===== src/rtl/frd_pkg.sv =====
package frd_pkg;
  localparam int ADDR_W = 32;

  typedef enum logic [2:0] {
    ST_IDLE, ST_OPC, ST_ADR, ST_DUM, ST_DAT, ST_RESP, ST_HOLD, ST_END
  } frd_state_e;

  typedef struct packed {
    logic       has_op;
    logic [2:0] abytes;
    logic [3:0] dummy;
    logic [2:0] dlanes;
    logic [2:0] alanes;
  } frame_fmt_t;

  function automatic frame_fmt_t fmt_decode(logic [23:0] w);
    frame_fmt_t f;
    logic [2:0] dl;
    case (w[5:4])
      2'b01:   dl = 3'd2;
      2'b10:   dl = 3'd4;
      default: dl = 3'd1;
    endcase
    f.has_op = w[11];
    f.abytes = (w[10:8] > 3'd4) ? 3'd4 : w[10:8];
    f.dummy  = w[19:16];
    f.dlanes = dl;
    f.alanes = (w[3] && dl != 3'd1) ? dl : 3'd1;
    return f;
  endfunction

  function automatic logic [8:0] beats(logic [8:0] bits, logic [2:0] lanes);
    case (lanes)
      3'd4:    return bits >> 2;
      3'd2:    return bits >> 1;
      default: return bits;
    endcase
  endfunction
endpackage


===== src/rtl/frd_tx.sv =====
module frd_tx #(
  parameter int SH_W = 32
) (
  input  logic            clk,
  input  logic            rst_n,
  input  logic            load,
  input  logic [SH_W-1:0] load_val,
  input  logic            shift,
  input  logic [2:0]      lanes,
  output logic [3:0]      top
);
  logic [SH_W-1:0] sh;

  always_ff @(posedge clk or negedge rst_n) begin
    if (!rst_n) sh <= '0;
    else if (load) sh <= load_val;
    else if (shift) begin
      case (lanes)
        3'd4:    sh <= sh << 4;
        3'd2:    sh <= sh << 2;
        default: sh <= sh << 1;
      endcase
    end
  end

  assign top = sh[SH_W-1 -: 4];
endmodule


===== src/rtl/frd_rx.sv =====
module frd_rx #(
  parameter int DATA_W = 32
) (
  input  logic              clk,
  input  logic              rst_n,
  input  logic              clr,
  input  logic              sample,
  input  logic [2:0]        lanes,
  input  logic [3:0]        io_in,
  output logic [DATA_W-1:0] word
);
  localparam int BYTES = DATA_W / 8;
  localparam int IDXW  = (BYTES > 1) ? $clog2(BYTES) : 1;

  logic [7:0]      byte_sh, nb;
  logic [3:0]      bitc, nbits;
  logic [IDXW-1:0] idx;

  always_comb begin
    case (lanes)
      3'd4:    nb = {byte_sh[3:0], io_in};
      3'd2:    nb = {byte_sh[5:0], io_in[1:0]};
      default: nb = {byte_sh[6:0], io_in[1]};
    endcase
    nbits = bitc + {1'b0, lanes};
  end

  always_ff @(posedge clk or negedge rst_n) begin
    if (!rst_n) begin
      byte_sh <= '0;
      bitc    <= '0;
      idx     <= '0;
      word    <= '0;
    end else if (clr) begin
      bitc <= '0;
      idx  <= '0;
    end else if (sample) begin
      byte_sh <= nb;
      if (nbits == 4'd8) begin
        word[{idx, 3'b000} +: 8] <= nb;
        idx  <= (32'(idx) == BYTES - 1) ? '0 : idx + 1'b1;
        bitc <= '0;
      end else begin
        bitc <= nbits;
      end
    end
  end
endmodule


===== src/rtl/frd_seq.sv =====
module frd_seq
  import frd_pkg::*;
#(
  parameter int DATA_W = 32
) (
  input  logic              clk,
  input  logic              rst_n,
  input  logic              mm_en,
  input  frame_fmt_t        fmt_in,
  input  logic [7:0]        op_in,
  input  logic              req_valid,
  input  logic [ADDR_W-1:0] req_addr,
  output logic              req_ready,
  input  logic              resp_ready,
  output logic              resp_valid,
  output logic              host_mode_ok,
  output logic              cs_n,
  output logic              sck,
  output logic [3:0]        io_oe,
  output logic [2:0]        cur_lanes,
  output logic              tx_load,
  output logic [31:0]       tx_val,
  output logic              tx_shift,
  output logic              rx_clr,
  output logic              rx_sample
);
  localparam logic [8:0]        DATA_BITS = 9'(DATA_W);
  localparam logic [ADDR_W-1:0] STEP      = ADDR_W'(DATA_W / 8);

  frd_state_e        state, tgt;
  frame_fmt_t        fq, fuse;
  logic [7:0]        opq;
  logic [ADDR_W-1:0] aq, nxt_addr, req_al, ause;
  logic [8:0]        cnt, tgt_cnt;
  logic              half, cs_q;
  logic              active, beat_end, last_beat, seq_hit, accept;

  function automatic frd_state_e after_phase(frd_state_e ph, frame_fmt_t f);
    if (ph == ST_IDLE && f.has_op) return ST_OPC;
    if ((ph == ST_IDLE || ph == ST_OPC) && f.abytes != 3'd0) return ST_ADR;
    if (ph != ST_DUM && f.dummy != 4'd0) return ST_DUM;
    return ST_DAT;
  endfunction

  always_comb begin
    req_al    = {req_addr[ADDR_W-1:2], 2'b00};
    active    = state inside {ST_OPC, ST_ADR, ST_DUM, ST_DAT};
    beat_end  = active && half;
    last_beat = beat_end && cnt == 9'd1;
    seq_hit   = state == ST_HOLD && mm_en && req_valid && req_al == nxt_addr;
    req_ready = mm_en && (state == ST_IDLE || seq_hit);
    accept    = req_valid && req_ready;
    fuse      = (state == ST_IDLE) ? fmt_in : fq;
    ause      = (state == ST_IDLE) ? req_al : aq;
    tgt       = after_phase(state, fuse);
    case (tgt)
      ST_OPC:  tgt_cnt = 9'd8;
      ST_ADR:  tgt_cnt = beats(9'(fuse.abytes) << 3, fuse.alanes);
      ST_DUM:  tgt_cnt = 9'(fuse.dummy);
      default: tgt_cnt = beats(DATA_BITS, fuse.dlanes);
    endcase
    if (tgt == ST_OPC) tx_val = {((state == ST_IDLE) ? op_in : opq), 24'h0};
    else               tx_val = ause << (6'd8 * (6'd4 - 6'(fuse.abytes)));
    tx_load   = (state == ST_IDLE && accept) || (last_beat && state != ST_DAT);
    tx_shift  = beat_end;
    rx_sample = beat_end && state == ST_DAT;
    rx_clr    = state == ST_IDLE && accept;
    case (state)
      ST_OPC:  cur_lanes = 3'd1;
      ST_ADR:  cur_lanes = fq.alanes;
      default: cur_lanes = fq.dlanes;
    endcase
    case (state)
      ST_OPC:  io_oe = 4'b0001;
      ST_ADR:  io_oe = (fq.alanes == 3'd4) ? 4'b1111 :
                       (fq.alanes == 3'd2) ? 4'b0011 : 4'b0001;
      default: io_oe = 4'b0000;
    endcase
    sck          = half;
    cs_n         = cs_q;
    resp_valid   = state == ST_RESP;
    host_mode_ok = state == ST_IDLE && !mm_en;
  end

  always_ff @(posedge clk or negedge rst_n) begin
    if (!rst_n) begin
      state    <= ST_IDLE;
      half     <= 1'b0;
      cnt      <= '0;
      cs_q     <= 1'b1;
      fq       <= '0;
      opq      <= '0;
      aq       <= '0;
      nxt_addr <= '0;
    end else begin
      case (state)
        ST_IDLE: if (accept) begin
          fq       <= fmt_in;
          opq      <= op_in;
          aq       <= req_al;
          nxt_addr <= req_al + STEP;
          state    <= tgt;
          cnt      <= tgt_cnt;
          cs_q     <= 1'b0;
          half     <= 1'b0;
        end
        ST_OPC, ST_ADR, ST_DUM, ST_DAT: begin
          half <= ~half;
          if (beat_end) begin
            if (cnt == 9'd1) begin
              if (state == ST_DAT) state <= ST_RESP;
              else begin
                state <= tgt;
                cnt   <= tgt_cnt;
              end
            end else cnt <= cnt - 9'd1;
          end
        end
        ST_RESP: if (resp_ready) begin
          if (mm_en) state <= ST_HOLD;
          else begin
            state <= ST_END;
            cs_q  <= 1'b1;
          end
        end
        ST_HOLD: begin
          if (!mm_en || (req_valid && !seq_hit)) begin
            state <= ST_END;
            cs_q  <= 1'b1;
          end else if (accept) begin
            state    <= ST_DAT;
            cnt      <= beats(DATA_BITS, fq.dlanes);
            nxt_addr <= nxt_addr + STEP;
          end
        end
        ST_END:  state <= ST_IDLE;
        default: state <= ST_IDLE;
      endcase
    end
  end

  // an accepted request opens the frame with the clock low
  p_start_cs_r2: assert property (@(posedge clk) disable iff (!rst_n)
    (state == ST_IDLE && accept) |=> (!cs_n && !sck));
  // no serial clock outside an open frame
  p_sck_quiet_r8: assert property (@(posedge clk) disable iff (!rst_n)
    cs_n |-> !sck);
  // a held frame keeps chip select low with the clock parked
  p_hold_open_r8: assert property (@(posedge clk) disable iff (!rst_n)
    (state == ST_HOLD) |-> (!cs_n && !sck));
  // pins are handed back only once chip select is released
  p_release_r9: assert property (@(posedge clk) disable iff (!rst_n)
    $rose(host_mode_ok) |-> (cs_n && $past(cs_n)));
  // host mode means no frame on the pins
  p_off_idle_r1: assert property (@(posedge clk) disable iff (!rst_n)
    host_mode_ok |-> (cs_n && !req_ready));
endmodule


===== src/rtl/flash_mmap_reader.sv =====
module flash_mmap_reader
  import frd_pkg::*;
#(
  parameter int DATA_W = 32
) (
  input  logic              clk,
  input  logic              rst_n,
  input  logic              mm_en,
  input  logic [23:0]       xfer_cfg,
  input  logic [7:0]        rd_opcode,
  input  logic              req_valid,
  output logic              req_ready,
  input  logic [31:0]       req_addr,
  output logic              resp_valid,
  input  logic              resp_ready,
  output logic [DATA_W-1:0] resp_data,
  output logic              host_mode_ok,
  output logic              spi_cs_n,
  output logic              spi_sck,
  output logic [3:0]        spi_io_out,
  output logic [3:0]        spi_io_oe,
  input  logic [3:0]        spi_io_in
);
  frame_fmt_t  fmt;
  logic [2:0]  lanes;
  logic        tx_load, tx_shift, rx_clr, rx_sample;
  logic [31:0] tx_val;
  logic [3:0]  tx_top;

  assign fmt = fmt_decode(xfer_cfg);

  frd_seq #(.DATA_W(DATA_W)) u_seq (
    .clk(clk), .rst_n(rst_n), .mm_en(mm_en), .fmt_in(fmt), .op_in(rd_opcode),
    .req_valid(req_valid), .req_addr(req_addr), .req_ready(req_ready),
    .resp_ready(resp_ready), .resp_valid(resp_valid), .host_mode_ok(host_mode_ok),
    .cs_n(spi_cs_n), .sck(spi_sck), .io_oe(spi_io_oe), .cur_lanes(lanes),
    .tx_load(tx_load), .tx_val(tx_val), .tx_shift(tx_shift),
    .rx_clr(rx_clr), .rx_sample(rx_sample)
  );

  frd_tx #(.SH_W(32)) u_tx (
    .clk(clk), .rst_n(rst_n), .load(tx_load), .load_val(tx_val),
    .shift(tx_shift), .lanes(lanes), .top(tx_top)
  );

  frd_rx #(.DATA_W(DATA_W)) u_rx (
    .clk(clk), .rst_n(rst_n), .clr(rx_clr), .sample(rx_sample),
    .lanes(lanes), .io_in(spi_io_in), .word(resp_data)
  );

  always_comb begin
    case (lanes)
      3'd4:    spi_io_out = tx_top;
      3'd2:    spi_io_out = {2'b00, tx_top[3:2]};
      default: spi_io_out = {3'b000, tx_top[3]};
    endcase
    spi_io_out = spi_io_out & spi_io_oe;
  end

  // a stalled response keeps its word
  p_resp_hold_r7: assert property (@(posedge clk) disable iff (!rst_n)
    (resp_valid && !resp_ready) |=> (resp_valid && $stable(resp_data)));
  // a word is delivered while its frame is still open
  p_resp_open_r7: assert property (@(posedge clk) disable iff (!rst_n)
    resp_valid |-> !spi_cs_n);
endmodule


===== config.mk =====
export PLATFORM = sky130hd
export DESIGN_NAME = flash_mmap_reader
export DESIGN_NICKNAME = d
export VERILOG_FILES = /design/src/rtl/frd_pkg.sv /design/src/rtl/frd_tx.sv /design/src/rtl/frd_rx.sv /design/src/rtl/frd_seq.sv /design/src/rtl/flash_mmap_reader.sv
export SDC_FILE = /design/constraint.sdc
export NUM_CORES = 1
export LEC_CHECK = 0
export BUFFER_PORTS_ARGS = -buffer_cell sky130_fd_sc_hd__buf_2
export CORE_MARGIN = 1
export CORE_UTILIZATION = 45
export CTS_BUF_LIST = sky130_fd_sc_hd__clkbuf_4 sky130_fd_sc_hd__clkbuf_8 sky130_fd_sc_hd__clkbuf_16
export CTS_CLUSTER_SIZE = 14
export DETAILED_ROUTE_END_ITERATION = 16
export GPL_ROUTABILITY_DRIVEN = 0
export PLACE_DENSITY_LB_ADDON = 0.12
export RECOVER_POWER = 100
export SYNTH_ARGS = -nofsm -noshare
export SYNTH_HDL_FRONTEND = slang
export SYNTH_SLANG_ARGS = --single-unit

===== constraint.sdc =====
create_clock -name clk -period 7.05 [get_ports clk]
set_input_delay 0 -clock clk [delete_from_list [all_inputs] [get_ports clk]]
set_output_delay 0 -clock clk [all_outputs]
set_load 0.01 [all_outputs]

; Word level (Yosys, flattened, before mapping)
; Index checks and enable logic that the tools add are counted.
[totals]
ff_bits = 175
inputBits = 73
elab_cells = 179
[classes]
addsub = 7
n_lt_le_gt_ge = 1
n_eq_ne = 39
shifts = 3
muxes = 66
bitwise = 3
reduce_logical = 43
[op_table]
columns = operator, n
row1 = $mux 32, 7
row2 = $pmux 32 s2, 2
row3 = $add 32x3->32 const B, 2
row4 = $mux 9, 6
row5 = $pmux 9 s3, 2
row6 = $mux 3, 15
row7 = $pmux 6 s2, 3
row8 = $bwmux 32, 1
row9 = $eq 32x32->1, 1
row10 = $shift 8x7->32 const A, 1
row11 = $shiftx 8x7->32, 1
row12 = $shl 32x6->32, 1
row13 = $eq 3x2->1 const B, 9
row14 = $eq 3x3->1 const B, 9
row15 = $logic_and 1x1->1, 16
row16 = $mux 4, 4
row17 = $pmux 4 s2, 2
row18 = $pmux 8 s2, 1
row19 = $pmux 3 s5, 1
row20 = $mux 14, 1
row21 = $pmux 3 s2, 2
row22 = $mux 1, 11
row23 = $mux 2, 5
row24 = $reduce_and 5->1, 2
row25 = 32 further kinds, 57

; Logic depth before layout (Yosys ltp)
[logic_depth]
word_depth = 21
mapped_depth = 16
mapped_depth_nobuf = 11

; By module
; A second synthesis with hierarchy kept.
[hier_totals]
cells_unflattened = 1505
hier_area_um2 = 12308.1
[by_module_without_submodules]
columns = module, instances, cells_per_inst, area_each_um2
row1 = frd_seq, 1, 1014, 7377.1
row2 = frd_rx, 1, 235, 2697.6
row3 = frd_tx, 1, 229, 2062.0
row4 = flash_mmap_reader, 1, 27, 171.4

; Worst setup path before layout
; No wires, ideal clock.
[synth_timing]
path_kind = register to register
start = register u_seq.state[0]
end = register u_rx.word[20]
setup_ps = 77
arrival_ps = 3883
setup_slack_ps = 3089
stages_incl_launch_ff = 16
n_path_buf = 5
synth_period_minus_slack_ps = 3961
path_cell_list = dfrtp_1 buf_2 nor3b_1 o21ai_1 and2_1 inv_2 clkbuf_1 clkbuf_1 fa_1 nor3_1 nand2_2 or3b_1 buf_2 or4b_1 buf_2 o21ai_1
[synth_via]
elab_chain_cells = 10
word_cells_on_any_way = 26
[synth_lines]
columns = element, line
row1 = from (decl), frd_seq.sv:30  ; frd_state_e state, tgt;
row2 = from (signal assigned), frd_seq.sv:102  ; state <= tgt;
row3 = from (signal assigned), frd_seq.sv:113  ; state <= tgt;
row4 = "parallel branches: the longest is 10 deep, another holds $shiftx 8x7->32", n/a
row5 = "to (signal, indexed assignment)", frd_rx.sv:40  ; word[{idx, 3'b000} +: 8] <= nb;
row6 = to (decl), frd_rx.sv:10  ; output logic [DATA_W-1:0] word
; Parallel ways; which one is timed is not known.
; A chain may end at the register's enable or synchronous reset.

; Final worst setup path
[layout_timing]
start = register u_seq.state[1]
end = register u_seq.nxt_addr[30]
[layout_via]
elab_chain_cells = 9
word_cells_on_any_way = 17
[layout_lines]
columns = element, line
row1 = $eq 3x3->1, "frd_seq.sv:50, frd_seq.sv:96"
row2 = $logic_and 1x1->1 (3 in series), frd_seq.sv:50  ; seq_hit = state == ST_HOLD && mm_en && req_valid && req_al == nxt_addr;
row3 = $logic_or 1x1->1 or $logic_not 1->1 (tied branches), "frd_seq.sv:51, frd_seq.sv:127"
row4 = "$logic_and 1x1->1, on equally long branches", "frd_seq.sv:51, frd_seq.sv:127"
row5 = $logic_and 1x1->1 or $logic_or 1x1->1 (tied branches), "frd_seq.sv:52, frd_seq.sv:127"
row6 = $ne 2x1->1 (no line) or $ne 2x2->1 (tied branches), n/a
row7 = $reduce_and 4->1 (no line), n/a
row8 = to (signal assigned), frd_seq.sv:101  ; nxt_addr <= req_al + STEP;
row9 = to (signal assigned), frd_seq.sv:133  ; nxt_addr <= nxt_addr + STEP;
row10 = to (decl), frd_seq.sv:33  ; logic [ADDR_W-1:0] aq, nxt_addr, req_al, ause;
; Parallel ways exist; a longest one is shown, timed or not.

==> impl_results.md <==
- Worst-path fanout max: 58
- Min Tclk post-route: between 5 and 6 ns
- 1st-pass router iterations: 5
- Clock skew: 0.0160 ns
- Fin. Hold Viols: 0
- Vias post-DR: 11,200
- CP Class: reg2reg
- CP max stage delay: just over 2 ns
- Status: finished with violations
- Max-cap viol count: 8
- Port bufs: 102
- Layout cells sized above 1: 0.0962
- Final #Nets: 1,542
- Largest net degree at the start of global routing: 95
- Syn. warnings: 0
- Via density: 6.23
- Gr usage total: 0.284
- Mapped cell area: 0.0116 sq mm
- Worst Hold Launch: spi_io_in[0]
- Critical-path top delay cell: clkbuf_1
- Grt met2 use: 0.427
- VDD IR-drop max: 232 uV
- Hold path cells: 3
- Syn Inst Count: 1,396
- WP buf/inv: 1
- Worst-Margin Slew: 4.02 ns
- # rows: 58
- Post-route antenna net violation count: 0
- Initial Utilization: 0.461
- Main flop type after synthesis: dfrtp_1
- Hold Crit Class: in2reg
- CTS root buf: clkbuf_16
- Initial antenna violation count: 0
- H-Tree Depth: 4
- Reg-to-reg startpoint: u_seq.state[1]$_DFFE_PN0P_
- Vias in the first global route: between 10,000 and 15,000
- Slew margin rel.: -1.68
- Post-Route WL: 37,300 microns
- Area leader, netlist: dfrtp_1
- Synth area leaders: dfrtp_1 (35%), nand2_1 (7.4%), mux2i_1 (4.0%)
- Yosys top cell area share: 0.346
- Total grt overflow: 0
- CP Data Required Time: approximately 7.4 ns
- CTS tree: built
- Worst setup SP type: register
- Post-CTS setup buffers: 0
- Post-synth EDFFs: 0
- Synthesized flop and latch total: 162
- RSZ-0062 raised after global routing: no
- Netlist cell types: 95
- Setup TNS: 0 ns
- R2R cell count: 9
- Clock Latency Late Sink: 0.45 ns
- Crit path DAT: 6.21 ns
- DRC: 0
- Crit path cell chain: and3b_1 > clkbuf_1 > nand2_1 > nand2_1 > ha_1 > o211ai_1 > a2111oi_4 > mux2_1 > o211ai_1
- First-pass GRT wire length: 58,700 microns
- Crit. End Element: register
- GRT met3 Usage: 0.0570
- Initial DRC count: 1,241
- Die H: 163 microns
- P per Cell Area: 406 mW/mm^2
- Full die area: approximately 0.027 sq mm
- Failing checks: capacitance limit, slew limit
- Post-synthesis average cell area: 8.34 sq um
- Hpwl dp: between 20,000 and 25,000 microns
- Global routing's busiest layer: met2
- Seq/Total Area, Yosys: 0.348
- Met1 Use GR: 0.403
- Max clock buf depth: 2
- Clock-pin slew on the worst setup and hold paths: 0.08 ns
- Hold WS: about 0.016 ns
- R2R Path End: u_seq.nxt_addr[30]$_DFFE_PN0P_
- Worst Hold End: u_rx.word[0]$_DFFE_PN0P_
- FF-to-FF setup slack: 1.19 ns
- Layout area overhead: 12.7%
- Max Slew Vio Count: between 200 and 300
- Diodes inserted: 0
- Num CTS Buffers: 17
- Fmax: 171 MHz
- CP top delay family: buffers and inverters
- Post-Syn Nets: 1,486
- Leak: 5.44 nW
- Final setup viols: 0
- Clock sinks: 162
- CORE AREA: 0.0253 sq mm
- Period utilisation layout: 0.831
- WL/cell: about 21 microns
- Async S/R FF share, synth: 1.00
- Die X: 163 microns
- IO Count: 118
-- worst max-delay path by stage --
stage	from	end	depth (start not counted)
2_1_floorplan	u_seq.state[0]$_DFFE_PN0P_	u_rx.word[20]$_DFFE_PN0P_	15
3_3_place_gp	u_seq.state[1]$_DFFE_PN0P_	u_rx.word[11]$_DFFE_PN0P_	11
3_5_place_dp	u_seq.state[1]$_DFFE_PN0P_	u_rx.word[14]$_DFFE_PN0P_	11
4_1_cts	u_seq.state[1]$_DFFE_PN0P_	u_rx.word[14]$_DFFE_PN0P_	11
5_1_grt	u_seq.state[1]$_DFFE_PN0P_	u_seq.nxt_addr[30]$_DFFE_PN0P_	9
6_report	u_seq.state[1]$_DFFE_PN0P_	u_seq.nxt_addr[30]$_DFFE_PN0P_	9
-- layout make-up --
| class | count | area (sq um) |
|---|---|---|
| sequential | 162 | 4060 |
| tap | 330 | 413 |
| timing repair buffer | 164 | 1020 |
| clock buffer | 17 | 425 |
| inverter | 33 | 124 |
| multi-input combinational | 1074 | 6870 |
| fill | 2437 | 12100 |
| clock inverter | 15 | 201 |
-- kinds of logic (layout without fill, tap and decap cells) --
family,after synthesis,count (layout),synth area share
XOR/XNOR,39,39,0.0293
AND/OR/NAND/NOR,536,536,0.229
adder cells (fa/ha/maj),17,17,0.0189
AO/OA/AOI/OAI,427,427,0.268
multiplexers,55,55,0.0483
buffers and inverters,160,229,0.0573
flip-flops,162,162,0.348
-- Yosys cell counts (all sizes together) (20+ instances only) --
library cell and n:
a211oi 40, a21oi 49, nor2 81, nor3 37, clkbuf 75, nand3 56
o221ai 23, inv 33, mux2i 46, dfrtp 161, a31oi 27, xnor2 35
nor2b 22, buf 52, nand2 232, o22a 20, o21ai 95
-- through the flow --
| stage | power, mW | setup WS [ns] | std cells | instance area, sq um | util |
|---|---|---|---|---|---|
| 2_1_floorplan | 3.60 | 3.09 | 1396 | 11600 | - |
| 3_3_place_gp | 4.28 | 2.25 | 1715 | 12100 | 0.481 |
| 3_5_place_dp | 4.32 | 2.22 | 1715 | 12100 | 0.481 |
| 4_1_cts | 5.33 | 2.20 | 1795 | 13300 | 0.525 |
| 5_1_grt | 5.68 | 0.859 | 1795 | 13100 | 0.519 |
| 6_report | 5.32 | 1.19 | 1795 | 13100 | 0.519 |
-- cells in the final DEF, fill, tap and decap left out, types with 9 or more instances in the layout --
cell type,netlist,routed
a211oi_1,39,40
a21oi_1,47,48
a22o_1,9,9
a22oi_1,10,10
a2bb2oi_1,13,13
a311oi_1,9,10
a31oi_1,27,27
and2_1,11,10
buf_2,25,59
clkbuf_1,74,49
clkbuf_16,0,17
dfrtp_1,161,161
dlygate4sd3_1,0,48
ha_1,16,16
inv_1,30,32
mux2i_1,46,46
nand2_1,230,231
nand2b_1,9,9
nand3_1,56,56
nand3b_1,13,13
nand4_1,13,13
nor2_1,77,79
nor2b_1,22,22
nor3_1,34,33
nor3b_1,13,13
o211ai_1,10,11
o21ai_0,65,94
o221ai_1,23,23
o22a_1,20,20
o22ai_1,12,12
o31ai_1,12,12
or3_1,9,9
xnor2_1,35,35
-- worst register-to-register path: cells and delay by family (launching register included) --
| kind | cells | cell delay [ns] |
|---|---|---|
| adder cells (fa/ha/maj) | 1 | 0.44 |
| multiplexers | 1 | 0.36 |
| buffers and inverters | 1 | 2.02 |
| AO/OA/AOI/OAI | 3 | 1.46 |
| AND/OR/NAND/NOR | 3 | 0.66 |
| flip-flops | 1 | 0.82 |
-- layer usage --
metal  share of wire  up-vias
met2            0.44      456
met4           0.023        0
met3           0.077       59
met5               0        -
li1                -     5267
met1            0.46     5407
-- sequential cells by signal, summed over array words and instances, names as in the netlist --
name,flops
u_seq.aq,30
u_seq.sck,1
u_rx.bitc,4
u_seq.cnt,9
u_tx.sh,30
u_seq.nxt_addr,30
u_seq.fq,13
u_rx.byte_sh,7
u_seq.state,3
u_rx.idx,2
u_rx.word,32
u_seq.cs_n,1
-- repair_timing --
item | in CTS | in global routing
resized for setup | 0 | 0
hold buffers | 48 | 0
setup endpoints to repair | 0 | 0
hold endpoints to repair | 154 | 0
-- report_power, final --
part | internal (mW) | leakage [nW] | switching (mW)
combinational | 1.05 | 3.11 | 1.71
sequential | 1.21 | 2.03 | 0.362
clock | 0.489 | 0.302 | 0.492
total | 2.75 | 5.44 | 2.57
Note: power is estimated with default switching activity, not from simulation.
